==> src/rtl/spi_cfg_pkg.sv <==
// Shared constants and types for the serial configuration register bank.
// Assumes a fixed ten-channel layout: eight data channels, then a frame
// clock channel (index 8) and a data clock channel (index 9).
package spi_cfg_pkg;
    localparam int ADDR_W = 13;
    localparam int DATA_W = 8;
    localparam int INST_W = 16;
    localparam int N_CH   = 10;
    localparam int CNT_W  = $clog2(INST_W);

    localparam logic [ADDR_W-1:0] A_PORT   = 13'h000;
    localparam logic [ADDR_W-1:0] A_ID     = 13'h001;
    localparam logic [ADDR_W-1:0] A_GRADE  = 13'h002;
    localparam logic [ADDR_W-1:0] A_IDX_HI = 13'h004;
    localparam logic [ADDR_W-1:0] A_IDX_LO = 13'h005;
    localparam logic [ADDR_W-1:0] A_PWR    = 13'h008;
    localparam logic [ADDR_W-1:0] A_CLK    = 13'h009;
    localparam logic [ADDR_W-1:0] A_XFER   = 13'h0FF;

    localparam logic [DATA_W-1:0] CHIP_ID  = 8'h92;

    typedef enum logic [1:0] {
        PH_INST = 2'd0,
        PH_DATA = 2'd1,
        PH_DONE = 2'd2
    } phase_t;
endpackage

==> src/rtl/spi_cfg_link.sv <==
// Serial link engine: synchronises the serial pins to clk and detects serial
// clock rising edges. It assembles the instruction word and data bytes in
// either bit order, emits one write strobe per completed write byte, and
// serialises read data.
// Assumes: each sclk phase lasts at least four clk cycles; csb is stable near
// sclk edges.
module spi_cfg_link
    import spi_cfg_pkg::*;
(
    input  logic              clk,
    input  logic              rst_n,
    input  logic              sclk,
    input  logic              csb,
    input  logic              sdio_i,
    input  logic              lsb_first,
    input  logic              srst,
    input  logic [DATA_W-1:0] rd_data,
    output logic [ADDR_W-1:0] rd_addr,
    output logic              wr_en,
    output logic [ADDR_W-1:0] wr_addr,
    output logic [DATA_W-1:0] wr_data,
    output logic              sclk_rise,
    output logic              sdio_o,
    output logic              sdio_oe
);
    logic [1:0]        sclk_sy, csb_sy, sdi_sy;
    logic              sclk_d;
    logic              csb_s, sdi;
    phase_t            phase;
    logic [CNT_W-1:0]  cnt;
    logic [INST_W-1:0] ish, ish_nx;
    logic [DATA_W-1:0] dsh, dsh_nx;
    logic              rw_q;
    logic [1:0]        w_q, nbyte;
    logic [ADDR_W-1:0] addr_q;
    logic [2:0]        bsel;

    // Two-flop synchronisers and previous-sclk register for edge detection.
    always_ff @(posedge clk) begin
        if (!rst_n) begin
            sclk_sy <= 2'b00;
            csb_sy  <= 2'b11;
            sdi_sy  <= 2'b00;
            sclk_d  <= 1'b0;
        end else begin
            sclk_sy <= {sclk_sy[0], sclk};
            csb_sy  <= {csb_sy[0], csb};
            sdi_sy  <= {sdi_sy[0], sdio_i};
            sclk_d  <= sclk_sy[1];
        end
    end

    assign csb_s     = csb_sy[1];
    assign sdi       = sdi_sy[1];
    assign sclk_rise = sclk_sy[1] & ~sclk_d;

    // Next shift-register contents in the current bit order.
    always_comb begin
        ish_nx = lsb_first ? {sdi, ish[INST_W-1:1]} : {ish[INST_W-2:0], sdi};
        dsh_nx = lsb_first ? {sdi, dsh[DATA_W-1:1]} : {dsh[DATA_W-2:0], sdi};
    end

    // Frame sequencer: instruction, data bytes, then idle until csb rises.
    always_ff @(posedge clk) begin
        if (!rst_n) begin
            phase   <= PH_INST;
            cnt     <= '0;
            ish     <= '0;
            dsh     <= '0;
            rw_q    <= 1'b0;
            w_q     <= 2'b00;
            nbyte   <= 2'b00;
            addr_q  <= '0;
            wr_en   <= 1'b0;
            wr_addr <= '0;
            wr_data <= '0;
        end else begin
            wr_en <= 1'b0;
            if (csb_s) begin
                phase <= PH_INST;
                cnt   <= '0;
            end else if (srst) begin
                phase <= PH_DONE;
            end else if (sclk_rise) begin
                case (phase)
                    PH_INST: begin
                        ish <= ish_nx;
                        cnt <= cnt + 1'b1;
                        if (cnt == CNT_W'(INST_W-1)) begin
                            rw_q   <= ish_nx[INST_W-1];
                            w_q    <= ish_nx[INST_W-2:INST_W-3];
                            addr_q <= ish_nx[ADDR_W-1:0];
                            nbyte  <= 2'b00;
                            cnt    <= '0;
                            phase  <= PH_DATA;
                        end
                    end
                    PH_DATA: begin
                        dsh <= dsh_nx;
                        cnt <= cnt + 1'b1;
                        if (cnt == CNT_W'(DATA_W-1)) begin
                            cnt <= '0;
                            if (!rw_q) begin
                                wr_en   <= 1'b1;
                                wr_addr <= addr_q;
                                wr_data <= dsh_nx;
                            end
                            addr_q <= lsb_first ? addr_q - 1'b1 : addr_q + 1'b1;
                            nbyte  <= nbyte + 1'b1;
                            if (w_q != 2'b11 && nbyte == w_q)
                                phase <= PH_DONE;
                        end
                    end
                    default: ;
                endcase
            end
        end
    end

    // Read serialiser: pick the bit for the current position and order.
    assign bsel    = lsb_first ? cnt[2:0] : 3'd7 - cnt[2:0];
    assign rd_addr = addr_q;
    assign sdio_o  = rd_data[bsel];
    assign sdio_oe = (phase == PH_DATA) & rw_q & ~csb;

    AST_OE_ONLY_CSB_LOW: assert property (@(posedge clk) disable iff (!rst_n)
        csb |-> !sdio_oe);
    AST_WR_SINGLE_PULSE: assert property (@(posedge clk) disable iff (!rst_n)
        wr_en |=> !wr_en);
    AST_DONE_SILENT: assert property (@(posedge clk) disable iff (!rst_n)
        (phase == PH_DONE) |-> !sdio_oe);
endmodule

==> src/rtl/spi_cfg_chan.sv <==
// One channel slice: a staged configuration byte, written only when this
// channel is selected, and an active byte loaded on commit.
// Assumes srst, wr_en and commit are single-cycle strobes in the clk domain.
module spi_cfg_chan
    import spi_cfg_pkg::*;
(
    input  logic              clk,
    input  logic              rst_n,
    input  logic              srst,
    input  logic              wr_en,
    input  logic              sel,
    input  logic              commit,
    input  logic [DATA_W-1:0] wr_data,
    output logic [DATA_W-1:0] stg_o,
    output logic [DATA_W-1:0] act_o
);
    // Staged and active byte, both restored by either reset.
    always_ff @(posedge clk) begin
        if (!rst_n || srst) begin
            stg_o <= '0;
            act_o <= '0;
        end else begin
            if (wr_en && sel) stg_o <= wr_data;
            if (commit)       act_o <= stg_o;
        end
    end

    AST_LOCAL_GATED: assert property (@(posedge clk) disable iff (!rst_n)
        (wr_en && !sel && !srst) |=> $stable(stg_o));
    AST_ACT_HOLD: assert property (@(posedge clk) disable iff (!rst_n)
        (!commit && !srst) |=> $stable(act_o));
endmodule

==> src/rtl/spi_cfg_regs.sv <==
// Register file: chip-wide registers, the channel select mask, staged and
// active power/clock fields, the transfer register and the per-channel slices.
// Assumes write strobes come one at a time from the link engine.
module spi_cfg_regs
    import spi_cfg_pkg::*;
#(
    parameter bit                HIGH_RATE = 1'b1,
    parameter logic [ADDR_W-1:0] LOC_ADDR  = 13'h014
) (
    input  logic                     clk,
    input  logic                     rst_n,
    input  logic                     wr_en,
    input  logic [ADDR_W-1:0]        wr_addr,
    input  logic [DATA_W-1:0]        wr_data,
    input  logic [ADDR_W-1:0]        rd_addr,
    input  logic                     sclk_rise,
    output logic [DATA_W-1:0]        rd_data,
    output logic                     lsb_first,
    output logic                     srst,
    output logic [1:0]               power_mode_o,
    output logic                     pdwn_standby_o,
    output logic                     duty_stab_o,
    output logic [N_CH*DATA_W-1:0]   chan_cfg_o
);
    localparam logic [DATA_W-1:0] GRADE_BYTE = HIGH_RATE ? 8'h30 : 8'h10;

    logic [N_CH-1:0]   mask_q;
    logic [1:0]        pm_stg;
    logic              pdsb_stg, dcs_stg, xfer_q;
    logic              commit, loc_wr;
    logic [DATA_W-1:0] loc_stg [N_CH];
    logic [DATA_W-1:0] loc_rd;

    // Strobe decode for soft reset, commit and channel writes.
    assign srst   = wr_en && (wr_addr == A_PORT) && (wr_data[5] || wr_data[2]);
    assign commit = wr_en && (wr_addr == A_XFER) && wr_data[0];
    assign loc_wr = wr_en && (wr_addr == LOC_ADDR);

    // Chip-wide registers with staged/active pairs and self-clearing transfer bit.
    always_ff @(posedge clk) begin
        if (!rst_n || srst) begin
            lsb_first      <= 1'b0;
            mask_q         <= '1;
            pm_stg         <= 2'b00;
            pdsb_stg       <= 1'b0;
            dcs_stg        <= 1'b1;
            xfer_q         <= 1'b0;
            power_mode_o   <= 2'b00;
            pdwn_standby_o <= 1'b0;
            duty_stab_o    <= 1'b1;
        end else begin
            if (sclk_rise) xfer_q <= 1'b0;
            if (wr_en) begin
                case (wr_addr)
                    A_PORT:   lsb_first <= wr_data[6] | wr_data[1];
                    A_IDX_HI: mask_q[7:4] <= wr_data[3:0];
                    A_IDX_LO: begin
                        mask_q[3:0] <= wr_data[3:0];
                        mask_q[8]   <= wr_data[4];
                        mask_q[9]   <= wr_data[5];
                    end
                    A_PWR: begin
                        pm_stg   <= wr_data[1:0];
                        pdsb_stg <= wr_data[5];
                    end
                    A_CLK:  dcs_stg <= wr_data[0];
                    A_XFER: xfer_q  <= wr_data[0];
                    default: ;
                endcase
            end
            if (commit) begin
                power_mode_o   <= pm_stg;
                pdwn_standby_o <= pdsb_stg;
                duty_stab_o    <= dcs_stg;
            end
        end
    end

    // One slice per channel, steered by its mask bit.
    for (genvar g = 0; g < N_CH; g++) begin : g_ch
        spi_cfg_chan u_ch (
            .clk     (clk),
            .rst_n   (rst_n),
            .srst    (srst),
            .wr_en   (loc_wr),
            .sel     (mask_q[g]),
            .commit  (commit),
            .wr_data (wr_data),
            .stg_o   (loc_stg[g]),
            .act_o   (chan_cfg_o[g*DATA_W +: DATA_W])
        );
    end

    // Channel read-back: lowest selected channel wins, zero if none.
    always_comb begin
        loc_rd = '0;
        for (int i = N_CH - 1; i >= 0; i--)
            if (mask_q[i]) loc_rd = loc_stg[i];
    end

    // Read multiplexer over the address map.
    always_comb begin
        case (rd_addr)
            A_PORT:   rd_data = {1'b0, lsb_first, 1'b0, 1'b1, 1'b1, 1'b0, lsb_first, 1'b0};
            A_ID:     rd_data = CHIP_ID;
            A_GRADE:  rd_data = GRADE_BYTE;
            A_IDX_HI: rd_data = {4'b0000, mask_q[7:4]};
            A_IDX_LO: rd_data = {2'b00, mask_q[9:8], mask_q[3:0]};
            A_PWR:    rd_data = {2'b00, pdsb_stg, 3'b000, pm_stg};
            A_CLK:    rd_data = {7'b0, dcs_stg};
            A_XFER:   rd_data = {7'b0, xfer_q};
            LOC_ADDR: rd_data = loc_rd;
            default:  rd_data = '0;
        endcase
    end

    AST_SRST_DEFAULTS: assert property (@(posedge clk) disable iff (!rst_n)
        srst |=> (mask_q == '1 && !lsb_first && duty_stab_o && power_mode_o == 2'b00));
    AST_XFER_SELF_CLEAR: assert property (@(posedge clk) disable iff (!rst_n)
        (xfer_q && sclk_rise && !wr_en) |=> !xfer_q);
    AST_COMMIT_COPIES: assert property (@(posedge clk) disable iff (!rst_n)
        commit |=> (power_mode_o == $past(pm_stg) && duty_stab_o == $past(dcs_stg)));
    AST_ACTIVE_HOLD: assert property (@(posedge clk) disable iff (!rst_n)
        (!commit && !srst) |=> ($stable(power_mode_o) && $stable(duty_stab_o)));
endmodule

==> src/rtl/spi_cfg_bank.sv <==
// Top of the serial configuration register bank: joins the link engine to
// the register file. Assumes clk runs at least eight times faster than sclk.
module spi_cfg_bank
    import spi_cfg_pkg::*;
#(
    parameter bit                HIGH_RATE = 1'b1,
    parameter logic [ADDR_W-1:0] LOC_ADDR  = 13'h014
) (
    input  logic                   clk,
    input  logic                   rst_n,
    input  logic                   sclk,
    input  logic                   csb,
    input  logic                   sdio_i,
    output logic                   sdio_o,
    output logic                   sdio_oe,
    output logic [1:0]             power_mode_o,
    output logic                   pdwn_standby_o,
    output logic                   duty_stab_o,
    output logic [N_CH*DATA_W-1:0] chan_cfg_o
);
    logic              lsb_first, srst, wr_en, sclk_rise;
    logic [ADDR_W-1:0] rd_addr, wr_addr;
    logic [DATA_W-1:0] rd_data, wr_data;

    spi_cfg_link u_link (
        .clk       (clk),
        .rst_n     (rst_n),
        .sclk      (sclk),
        .csb       (csb),
        .sdio_i    (sdio_i),
        .lsb_first (lsb_first),
        .srst      (srst),
        .rd_data   (rd_data),
        .rd_addr   (rd_addr),
        .wr_en     (wr_en),
        .wr_addr   (wr_addr),
        .wr_data   (wr_data),
        .sclk_rise (sclk_rise),
        .sdio_o    (sdio_o),
        .sdio_oe   (sdio_oe)
    );

    spi_cfg_regs #(
        .HIGH_RATE (HIGH_RATE),
        .LOC_ADDR  (LOC_ADDR)
    ) u_regs (
        .clk            (clk),
        .rst_n          (rst_n),
        .wr_en          (wr_en),
        .wr_addr        (wr_addr),
        .wr_data        (wr_data),
        .rd_addr        (rd_addr),
        .sclk_rise      (sclk_rise),
        .rd_data        (rd_data),
        .lsb_first      (lsb_first),
        .srst           (srst),
        .power_mode_o   (power_mode_o),
        .pdwn_standby_o (pdwn_standby_o),
        .duty_stab_o    (duty_stab_o),
        .chan_cfg_o     (chan_cfg_o)
    );
endmodule

==> config.mk <==
export PLATFORM = sky130hd
export DESIGN_NAME = spi_cfg_bank
export DESIGN_NICKNAME = d
export VERILOG_FILES = /design/src/rtl/spi_cfg_pkg.sv /design/src/rtl/spi_cfg_link.sv /design/src/rtl/spi_cfg_chan.sv /design/src/rtl/spi_cfg_regs.sv /design/src/rtl/spi_cfg_bank.sv
export SDC_FILE = /design/constraint.sdc
export NUM_CORES = 1
export LEC_CHECK = 0
export ABC_AREA = 1
export BUFFER_PORTS_ARGS = -buffer_cell sky130_fd_sc_hd__buf_2
export CAP_MARGIN = 25
export CORE_AREA = 4 4 184 186
export DETAILED_ROUTE_END_ITERATION = 6
export DIE_AREA = 0 0 188 190
export SLEW_MARGIN = 10
export SYNTH_ARGS = -nofsm -noshare
export SYNTH_HDL_FRONTEND = slang
export SYNTH_SLANG_ARGS = --single-unit
==> constraint.sdc <==
create_clock -name clk -period 1.94 [get_ports clk]
set_input_delay 0.291 -clock clk [delete_from_list [all_inputs] [get_ports clk]]
set_output_delay 0.291 -clock clk [all_outputs]
set_load 0.005 [all_outputs]
; ---- After elaboration in Yosys (flattened, before gate mapping)
; Index checks and enable logic that the tools add are counted.
[totals]
ff_bits = 257
input_bits = 5
out_inout_bits = 86
word_cells = 167
[op_classes]
addsub = 5
n_lt_le_gt_ge = 1
eq_ne = 25
mux = 36
bitwise_logic = 13
n_reduce_logical = 41
[op_table]
columns = op, count
row1 = $mux W8, 11
row2 = $pmux W8 S9, 1
row3 = $eq A13 B3 Y1 const B, 4
row4 = $eq A13 B4 Y1 const B, 4
row5 = $mux W13, 3
row6 = $eq A13 B5 Y1 const B, 2
row7 = $eq A13 B8 Y1 const B, 2
row8 = $logic_not A13 Y1, 2
row9 = $pmux W13 S2, 1
row10 = $logic_and A1 B1 Y1, 16
row11 = $mux W16, 1
row12 = $reduce_and A5 Y1, 3
row13 = $mux W2, 7
row14 = $add A13 B1 Y13 const B, 1
row15 = $eq A13 B1 Y1 const B, 1
row16 = $eq A13 B2 Y1 const B, 1
row17 = $sub A13 B1 Y13 const B, 1
row18 = $reduce_and A6 Y1, 2
row19 = $reduce_and A2 Y1, 5
row20 = $ne A3 B1 Y1 const B, 3
row21 = $not A1 Y1, 9
row22 = $mux W4, 2
row23 = $pmux W2 S2, 2
row24 = $pmux W4 S2, 1
row25 = 25 further kinds, 36

; ---- Longest topological paths before layout
; Gate-level depths: netlist of the first run.
[depth]
ltp_word = 13
ltp_mapped = 19
mapped_depth_nobuf = 17

; ---- Hierarchy
; A second synthesis of the first run with hierarchy kept.
[hier_totals]
cells_unflattened = 1883
hier_area_um2 = 12463.2
[by_module_without_submodules]
columns = mod, instances, cells_each, area_per_inst_um2, seq_area_each_um2
row1 = spi_cfg_chan, 10, 88, 628.1, 320.3
row2 = spi_cfg_link, 1, 613, 4033.9, 1541.5
row3 = spi_cfg_regs, 1, 390, 2148.3, 400.4

; ---- Least setup slack after synthesis of the first run
; OpenSTA, ideal clock, no wires.
[synth_path]
path_kind = reg2out
start = reg u_link.addr_q[0], in the netlist u_link.rd_addr[0]
end = out sdio_o
arrival_time_ps = 1665
required_ps = 1649
setup_slack_ps = -16
path_stages_with_launch = 13
path_buffers = 0
path_cell_list = dfxtp_1 inv_1 ha_1 nand3_1 nor3_1 inv_1 a21oi_1 nand2_1 a21oi_1 a21oi_1 nand2_1 nand2_1 nor2_1
[synth_between]
elab_chain_cells = 4
[synth_rtl]
columns = element, line
row1 = from (decl), spi_cfg_link.sv:35  ; logic [ADDR_W-1:0] addr_q;
row2 = from (signal assigned), spi_cfg_link.sv:92  ; addr_q <= ish_nx[ADDR_W-1:0];
row3 = from (signal assigned), spi_cfg_link.sv:108  ; addr_q <= lsb_first ? addr_q - 1'b1 : addr_q + 1'b1;
row4 = $eq A13 B5 Y1 (tied with other cells), spi_cfg_regs.sv:103  ; case (rd_addr)
row5 = $pmux W8 S9 (*), spi_cfg_regs.sv:103
row6 = $bmux W1 S3 (*), spi_cfg_link.sv:123  ; assign sdio_o = rd_data[bsel];
row7 = $mux W1 (not written as such) (*), spi_cfg_link.sv:123
row8 = to (decl), spi_cfg_bank.sv:14  ; output logic sdio_o,
; Every way passes the cells marked *; elsewhere a longest branch is shown, timed or not. The select of a mux whose other input is x is not followed.

; ---- Worst setup path after layout of the first run
; Ends and elaborated chain as after synthesis.

==> results of run 1 <==
[synthesized netlist by cell type, drive strengths merged (4+ instances only)]
library cell  count
a21oi           241
buf              46
a211oi           20
clkbuf           49
clkinv            7
o211ai           14
inv             136
o21ai           238
xor2              7
nand2           235
nor2            134
nor4              9
or2               4
dfxtp           257
nand4             6
ha                6
nand3            49
nor3             14
[critical path: cells and delay by family, from the launching register on]
family | cells | cell delay (ps)
AND/OR/NAND/NOR | 9 | 850
flip-flops | 1 | 360
adder cells (fa/ha/maj) | 1 | 210
buffers and inverters | 4 | 460
[final cells by class]
type	instances	area (µm²)
well taps	442	553
clock buffers	37	806
repair inverters	4	31.3
repair buffers	353	3490
clock inverters	14	170
multi-input cells	1004	6830
inverters	143	597
fillers	2826	14600
flip-flops and latches	257	5180
[report_power, final]
group,switching [W],leakage [nW],internal (W),total (W)
Combinational,0.000240,4.32,0.000209,0.000449
Clock,0.00231,0.485,0.00333,0.00564
Sequential,0.00000449,2.08,0.00528,0.00528
Total,0.00255,6.89,0.00882,0.0114
[cells by family (layout without fill, tap and decap cells)]
| logic type | count (synthesis) | count (layout) | synth area share |
|---|---|---|---|
| xor gates and xnor gates | 8 | 8 | 0.00632 |
| adders and majority gates | 6 | 6 | 0.00677 |
| buffers and inverters | 238 | 551 | 0.0908 |
| AOI/OAI and AO/OA | 530 | 530 | 0.253 |
| and+or+nand+nor | 456 | 460 | 0.180 |
| DFF | 257 | 257 | 0.464 |
[per-layer routing]
| metal | wire [µm] | track usage |
|---|---|---|
| met1 | 16500 | 0.237 |
| met2 | 19600 | 0.312 |
| met3 | 1970 | 0.0257 |
| met4 | 1760 | 0.0652 |
| met5 | 0 | 0 |
[registers in the layout (all words and copies together) (netlist names), 8 cells and up]
signal	cells
u_regs.g_ch.u_ch.act_o	80
u_link.wr_data	8
u_link.rd_addr	13
u_regs.mask_q	10
u_link.dsh	8
u_regs.g_ch.u_ch.stg_o	80
u_link.ish	16
u_link.wr_addr	13
[what timing repair did]
action | in CTS | in global routing
setup endpoints to repair | 159 | 241
hold buffers | 3 | 0
resized for setup | 102 | 670
setup buffers | 24 | 31
gates cloned | 4 | 40
hold endpoints to repair | 3 | 0
pin swaps | 33 | 76
[through the flow]
stage,TNS (ps),std cells,area (µm²)
6_report,-10590,2254,17700
5_1_grt,-33860,2254,17700
4_1_cts,-761,2184,14800
3_5_place_dp,-4290,2102,13200
3_3_place_gp,-2100,2102,13200
2_1_floorplan,0,1495,11100
[cell usage in the layout, fill, tap and decap left out, types with 35 or more instances in the layout]
cell type,netlist,layout
a21oi_1,241,172
a21oi_2,0,68
buf_2,24,90
buf_4,18,163
clkbuf_16,0,53
dfxtp_1,257,238
inv_1,131,113
nand2_1,231,185
nand2_2,1,35
nand3_1,49,36
nor2_1,123,93
o21ai_0,236,45
o21ai_2,0,160
[worst max-delay path by stage]
stage / depth (start not counted) / endpoint / startpoint / slack, ps
finish: 14 / sdio_o / u_link.rd_addr[0] / -780
global route: 18 / sdio_o / u_regs.mask_q[8] / -940
CTS: 18 / sdio_o / u_regs.mask_q[8] / -730
detailed placement: 12 / sdio_o / u_link.rd_addr[0] / -380
global placement: 13 / sdio_o / u_link.rd_addr[0] / -420
floorplan: 12 / sdio_o / u_link.rd_addr[0] / 20
==> key figures, run 1 <==
Run status
  – Status: finished with violations
  – Failing checks: setup timing

Clock tree
  – H-tree levels: 1
  – CTS root buffer: clkbuf_16
  – Sink Count: 257
  – Number of buffers created by CTS: 29
  – Clock buffer depth: 3
  – CTS tree: done
  – Clock Latency Late Sink: 570 ps
  – Clk slew on worst S/H paths: 60 ps

Placement
  – GP Congestion: 0.918
  – Pre-CTS WS: -383 ps
  – Final HPWL DP: 23,700 µm
  – I/O Buffers: 90

Logic synthesis
  – Leading area contributor after synthesis: dfxtp_1
  – Main synth FF type: dfxtp_1
  – Sequential fraction of the synthesis area: 0.464
  – Syn Std Cell Area: 11,100 µm²
  – Synth Warn #: 0
  – Syn_nets: 1,506
  – Syn Area/Cell: 7.42 µm²
  – Cell variety after synth: 48
  – Number of flops mapped to enable cells by yosys: 0
  – Yosys top cell area share: 0.464
  – Register bit count reported by yosys: 257
  – Synth top area cells: dfxtp_1 46%, a21oi_1 11%, o21ai_0 11%
  – Post-Syn Instances: 1,495
  – Ys async rst share: 0

Critical path
  – Worst R2R Path Depth: 13
  – Biggest cell delay along the critical path: 360 ps
  – Kind of critical path: reg -> out
  – CP Data Required Time: 1650 ps
  – Reg-to-reg startpoint: u_link.wr_addr[7]
  – Crit. End Element: output port
  – Slowest-stage cell, CP: dfxtp_4
  – CP most frequent cell: nand2_1
  – Crit Path Max Fanout: 4
  – R2r setup slk: -120 ps
  – CP arrival: 2430 ps
  – CP cell instances: buf_4 -> ha_2 -> inv_4 -> nor4_4 -> buf_4 -> nand2_1 -> nand3_1 -> nor2_1 -> nand2_1 -> nand2_1 -> nand2_1 -> nor2_2 -> nor2_2 -> buf_2
  – Startpoint Class: flip-flop
  – RR Endpoint: u_link.ish[8]

Cells and area
  – Final nets: 1,803
  – N_diodes: 0
  – Layout area overhead: 59.2%
  – Layout cells sized above 1: 0.466
  – Final Util: 0.547

Detailed routing
  – Via/cell ratio: 5.19
  – Router iterations before antenna repair: 7
  – Via count: 11.7k
  – ANT nets after route: 0
  – Drt wl/cell: 17.7 µm
  – Final WL: 39,800 µm
  – DRC violations left: 0
  – Initial DRC count: 680

GRT
  – Remaining Overflow, GRT: 0
  – Initial antenna violation count: 0
  – Vias in the first global route: 10.3k
  – Total GRT Usage: 0.183
  – First-pass GRT wire length: 54,200 µm
  – Largest net degree at the start of global routing: 55

STA
  – Worst Clk Skew: 30.2 ps
  – Slew headroom: 0.456
  – Final Critical Period: 2720 ps
  – Final setup vio count: 184
  – Hold Slack: 74.6 ps
  – Fmax: 0.368 GHz
  – Hold Vio Cnt, Final: 0
  – Slew of the pin with the lowest slew margin: 816 ps
  – Period utilisation layout: 1.40
  – RSZ-0062 raised after global routing: yes
  – Setup WS post-layout: -777 ps
  – Max-slew violations: 0

Die
  – Core Region: 32,300 µm²
  – Starting Density: 0.344
  – I/O Pins: 91
  – Rows: 66
  – Die H: 190 µm
  – Die ar.: 35,700 µm²
  – DIE WIDTH: 188 µm

Hold path
  – Worst Hold End: u_link.nbyte[0]
  – Min-delay worst type: in -> reg
  – Cells on Worst Hold Path: 3
  – Min-delay src: rst_n

Power
  – Total power: 0.0114 W
  – Peak VDD IR: 694 µV
  – PwrDens: 644 nW/µm²
  – Leakage: 6.89 nW

Flow run
  – Max-cap violation count: 0
Note: power is estimated with default switching activity, not from simulation.
==> run 2: changes to the inputs <==
- CORE_AREA: 4 4 184 186 -> 4 4 193 176
- DIE_AREA: 0 0 188 190 -> 0 0 197 180
==> key figures, run 2 (synthesis results as in run 1) <==
Power
  – Leakage: 7.24 nW
  – Comb pwr share: 0.045
  – NetSw: 0.00260 W
  – PwrDens: 624 nW/µm²
  – Total power: 0.0116 W
  – Switching share of power: 0.224
  – Peak VDD IR: 722 µV
  – Sequential power share: 0.455
  – Int Power: 0.00900 W
  – Clock Power Share: 0.500

Critical path
  – Crit. End Element: output port
  – Reg-to-reg startpoint: u_link.wr_addr[10]
  – Startpoint Class: flip-flop
  – CP arrival: 2540 ps
  – CP most frequent cell: nand2_1
  – CP Data Required Time: 1650 ps
  – Slowest-stage cell, CP: dfxtp_4
  – R2r setup slk: -210 ps
  – Kind of critical path: reg -> out
  – Crit Path Max Fanout: 8
  – CP cell instances: buf_6 -> nand2_2 -> nand3_1 -> nand3_1 -> nand3_1 -> nand2_1 -> nand2_1 -> o21ai_1 -> nand2_1 -> nand2_1 -> nand2_1 -> nand2_1 -> nand2_1 -> nand2_1 -> nor2_2 -> nor2_4 -> nor2_2 -> buf_2
  – Biggest cell delay along the critical path: 370 ps
  – Worst R2R Path Depth: 12
  – RR Endpoint: u_regs.g_ch[7].u_ch.stg_o[3]

GRT
  – Total GRT Usage: 0.225
  – First-pass GRT wire length: 65,400 µm
  – Vias in the first global route: 11.8k
  – Initial antenna violation count: 0
  – Largest net degree at the start of global routing: 35
  – Remaining Overflow, GRT: 0

Cells and area
  – Layout area overhead: 67.6%
  – Storage cell area: 5170 µm²
  – Fillers: 2,540
  – N_diodes: 0
  – Most frequent cells in the layout: 241 x dfxtp_1, 181 x nand2_1, 144 x buf_4
  – Final nets: 1,815
  – Commonest non-fill, non-tap cell in the layout: dfxtp_1
  – Footprint of the multi-input gates: 7210 µm²
  – Layout cells sized above 1: 0.495
  – Regs by FF count: u_regs.g_ch.u_ch.act_o: 80 flops, u_regs.g_ch.u_ch.stg_o: 80 flops, u_link.ish: 16 flops
  – Final Util: 0.585

STA
  – Slew headroom: 0.499
  – Total negative slack: -23,620 ps
  – Setup WS post-layout: -895 ps
  – Final setup vio count: 222
  – Fmax: 0.353 GHz
  – Hold Vio Cnt, Final: 0
  – Worst Clk Skew: 27.8 ps
  – Final Critical Period: 2840 ps
  – Slew of the pin with the lowest slew margin: 743 ps
  – Period utilisation layout: 1.46
  – RSZ-0062 raised after global routing: yes
  – Max-slew violations: 0

Placement
  – Final HPWL DP: 23,500 µm
  – GP Congestion: 0.917
  – Pre-CTS WS: -368 ps
  – I/O Buffers: 90

Clock tree
  – H-tree levels: 1
  – CTS root buffer: clkbuf_16
  – Clock buffer depth: 3
  – Number of buffers created by CTS: 27
  – CTS tree: done
  – Clk slew on worst S/H paths: 70 ps
  – Clock Latency Late Sink: 570 ps
  – Sink Count: 257

Hold path
  – Worst Hold End: u_link.wr_addr[8]
  – Min-delay src: rst_n
  – Min-delay worst type: in -> reg
  – Cells on Worst Hold Path: 3

Detailed routing
  – Initial DRC count: 1,099
  – DRC violations left: 0
  – Drt wl/cell: 20.8 µm
  – Via/cell ratio: 5.57
  – Via count: 12.5k
  – ANT nets after route: 0
  – Final WL: 46,600 µm
  – Router iterations before antenna repair: 6

Die
  – I/O Pins: 91
  – Rows: 62
  – Starting Density: 0.349
  – Die H: 180 µm
  – Die ar.: 35,500 µm²
  – DIE WIDTH: 197 µm
  – Core Region: 31,800 µm²

Flow run
  – Max-cap violation count: 0

Run status
  – Status: finished with violations
  – Failing checks: setup timing
==> run 2: cell types whose count changed in the layout (fill, tap and decap cells not counted), moves of 8 or more <==
| cell | change |
|---|---|
| a21oi_1 | -42 |
| a21oi_2 | +34 |
| buf_16 | +24 |
| buf_4 | -19 |
| o21ai_2 | -19 |
| nor2_1 | -18 |
| buf_6 | +16 |
| clkbuf_16 | -13 |
| o21ai_4 | +13 |
| o21ai_0 | +11 |
| nor2_2 | +9 |
| a21oi_4 | +8 |
| nor2_4 | +8 |
==> run 2: worst max path at each step <==
stage / start / end / slack, ps / cells past startpoint
detailed placement: u_link.rd_addr[0] / sdio_o / -370 / 13
global route: u_regs.mask_q[8] / sdio_o / -1020 / 18
floorplan: u_link.rd_addr[0] / sdio_o / 20 / 12
global placement: u_link.rd_addr[0] / sdio_o / -450 / 13
finish: u_regs.mask_q[8] / sdio_o / -900 / 18
CTS: u_link.rd_addr[8] / sdio_o / -720 / 15
==> run 2: critical path, delay by kind of cell (launching register included) <==
kind / cells / cell delay (ps)
compound gates: 1 / 60
simple gates: 15 / 1270
flops: 1 / 370
buf+inv: 2 / 270
==> run 2: what timing repair did <==
item                                   4_1_cts  5_1_grt
hold buffers                                 3        0
resized for setup                          595      308
gates cloned                                39       17
pin swaps                                   49      114
endpoints found under the hold margin        3        0
setup endpoints to repair                  244      249
buffers inserted                            67       28
==> run 2: cell type report <==
type | count | share of cell area
well taps | 416 | 0.0280
repair buffers | 369 | 0.216
flip-flops and latches | 257 | 0.278
multi-input cells | 1002 | 0.388
clock inverters | 8 | 0.00868
inverters | 143 | 0.0324
clock buffers | 42 | 0.0448
repair inverters | 4 | 0.00377
==> run 2: through the flow <==
step	std cells	area (µm²)	hold WS (ps)
after floorplan	1495	11100	389
after CTS	2214	17100	38.2
after global routing	2241	18600	79.8
after global placement	2064	13000	399
final	2241	18600	65.1
after detailed placement	2064	13000	407
==> run 2: metal layers <==
layer / vias to the layer above / share of wire / GRT usage
met5: - / 0 / 0
met4: 0 / 0.055 / 0.0879
met3: 180 / 0.073 / 0.0354
met2: 589 / 0.48 / 0.378
met1: 6022 / 0.39 / 0.290
li1: 5681 / - / -
==> run 2: power by group through the flow <==
| stage | registers (W) | clock network, W | logic [W] |
|---|---|---|---|
| after floorplan | 0.00541 | 0 | 0.000118 |
| after global placement | 0.00541 | 0 | 0.000168 |
| after detailed placement | 0.00541 | 0 | 0.000170 |
| after CTS | 0.00529 | 0.00583 | 0.000503 |
| after global routing | 0.00528 | 0.00606 | 0.000537 |
| final | 0.00528 | 0.00580 | 0.000520 |
==> run 3: changes to the inputs <==
- CAP_MARGIN: 25 -> default
- clock period: 1.94 -> 2.45 ns (I/O delays scaled with it)
==> key figures, run 3 (synthesis results as in run 1) <==
Die
  – Rows: 62
  – DIE WIDTH: 197 µm
  – Die ar.: 35,500 µm²
  – Die H: 180 µm
  – Starting Density: 0.349
  – I/O Pins: 91
  – Core Region: 31,800 µm²

STA
  – Slew of the pin with the lowest slew margin: 750 ps
  – Final Critical Period: 2730 ps
  – Max-slew violations: 0
  – Fmax: 0.367 GHz
  – Hold Vio Cnt, Final: 0
  – Worst Clk Skew: 15.6 ps
  – Slew headroom: 0.499
  – Hold Slack: 22.8 ps
  – Period utilisation layout: 1.11
  – RSZ-0062 raised after global routing: yes
  – Setup WS post-layout: -277 ps
  – Final setup vio count: 1
  – Total negative slack: -277 ps

GRT
  – First-pass GRT wire length: 52,500 µm
  – Vias in the first global route: 9,561
  – Initial antenna violation count: 0
  – Largest net degree at the start of global routing: 63
  – Total GRT Usage: 0.177
  – Remaining Overflow, GRT: 0

Detailed routing
  – Drt wl/cell: 16.0 µm
  – Top Layer Used: met4
  – Met2 WL: 14,900 µm
  – Final WL: 32,600 µm
  – Router iterations before antenna repair: 6
  – Via count: 10.3k
  – Initial DRC count: 781
  – M1 WL: 15,400 µm
  – ANT nets after route: 0
  – Via/cell ratio: 5.04
  – Routed met3 length: 1780 µm
  – DRC violations left: 0

Cells and area
  – Most frequent cells in the layout: 243 x dfxtp_1, 234 x a21oi_1, 232 x o21ai_0
  – N_diodes: 0
  – Commonest non-fill, non-tap cell in the layout: dfxtp_1
  – Fillers: 3,251
  – Footprint of the multi-input gates: 5330 µm²
  – Layout cells sized above 1: 0.217
  – Storage cell area: 5180 µm²
  – Regs by FF count: u_regs.g_ch.u_ch.act_o: 80 flops, u_regs.g_ch.u_ch.stg_o: 80 flops, u_link.ish: 16 flops
  – Final nets: 1,609
  – Layout area overhead: 23.2%

Critical path
  – Startpoint Class: flip-flop
  – Crit Path Max Fanout: 4
  – Crit. End Element: output port
  – Reg-to-reg startpoint: u_link.wr_addr[8]
  – CP Data Required Time: 2080 ps
  – CP Launch Point: u_link.rd_addr[9]
  – Kind of critical path: reg -> out
  – CP arrival: 2360 ps

Power
  – Switching share of power: 0.217
  – Clock Power Share: 0.488
  – Peak VDD IR: 613 µV
  – Leakage: 5.41 nW
  – Int Power: 0.00661 W
  – Total power: 0.00844 W
  – PwrDens: 618 nW/µm²
  – Comb pwr share: 0.017
  – NetSw: 0.00183 W
  – Sequential power share: 0.495

Hold path
  – Min-delay src: csb
  – Min-delay worst type: in -> reg

Run status
  – Failing checks: setup timing
  – Status: finished with violations

Clock tree
  – CTS root buffer: clkbuf_16
  – Clk slew on worst S/H paths: 60 ps
  – Number of buffers created by CTS: 27
  – H-tree levels: 1
  – CTS tree: done
  – Sink Count: 257
  – Clock Latency Late Sink: 550 ps
  – Clock buffer depth: 3

Flow run
  – Max-cap violation count: 0

Placement
  – I/O Buffers: 90
  – GP Congestion: 0.923
  – Final HPWL DP: 22,700 µm
[run 3: cell type report]
type	count	share of cell area
Clock buffer	39	0.0586
Clock inverter	10	0.00723
Inverter	143	0.0406
Multi-Input combinational cell	1000	0.390
Sequential cell	257	0.379
Tap cell	416	0.0381
Timing Repair Buffer	169	0.0858
[run 3: power by group through the flow]
stage               logic [W]  clock network (W)  registers, W
global route         0.000162            0.00438       0.00418
detailed placement   0.000141                  0       0.00428
floorplan           0.0000936                  0       0.00428
finish               0.000144            0.00412       0.00418
CTS                  0.000144            0.00421       0.00418
global placement     0.000140                  0       0.00428
[run 3: path summary, 6_finish.rpt]
path	end	slack [ps]	depth (start not counted)
worst max-delay path	sdio_o	-280	14
worst min-delay path	u_link.csb_sy[0]	20	2
worst max register to register	u_regs.g_ch[9].u_ch.act_o[7]	250	10
worst min register to register	u_link.sclk_sy[1]	410	2
[run 3: metrics by stage]
step	cell area, µm²	util	setup WS (ps)	std cells
floorplan	11100	-	418	1495
global placement	12100	0.382	-40.1	1967
detailed placement	12100	0.382	68.1	1967
CTS	13400	0.421	-260	2029
global route	13700	0.430	-430	2034
finish	13700	0.430	-277	2034
[run 3: metal layers]
layer	GRT usage	up-vias
met5	0	-
met4	0.0283	0
met3	0.0215	44
met2	0.286	271
met1	0.257	4716
li1	-	5225
[run 3: what timing repair did]
item / CTS / global route
hold buffers: 2 / 0
setup endpoints to repair: 1 / 5
endpoints found under the hold margin: 2 / 0
buffers inserted: 11 / 4
gates resized for setup: 87 / 60
gates cloned: 0 / 1
pin swaps: 21 / 21
[run 3: worst max-delay path, stage by stage (launching register included)]
cell and delay [ps]:
dfxtp_4 360, nor2_4 150, nand3_4 100, nor2_4 170
buf_4 140, buf_4 110, nand3_1 100, o21ai_0 90
a211oi_1 70, nand2_1 70, nand2_1 40, nor2_1 120
nor2_2 50, nor2_2 120, buf_2 130
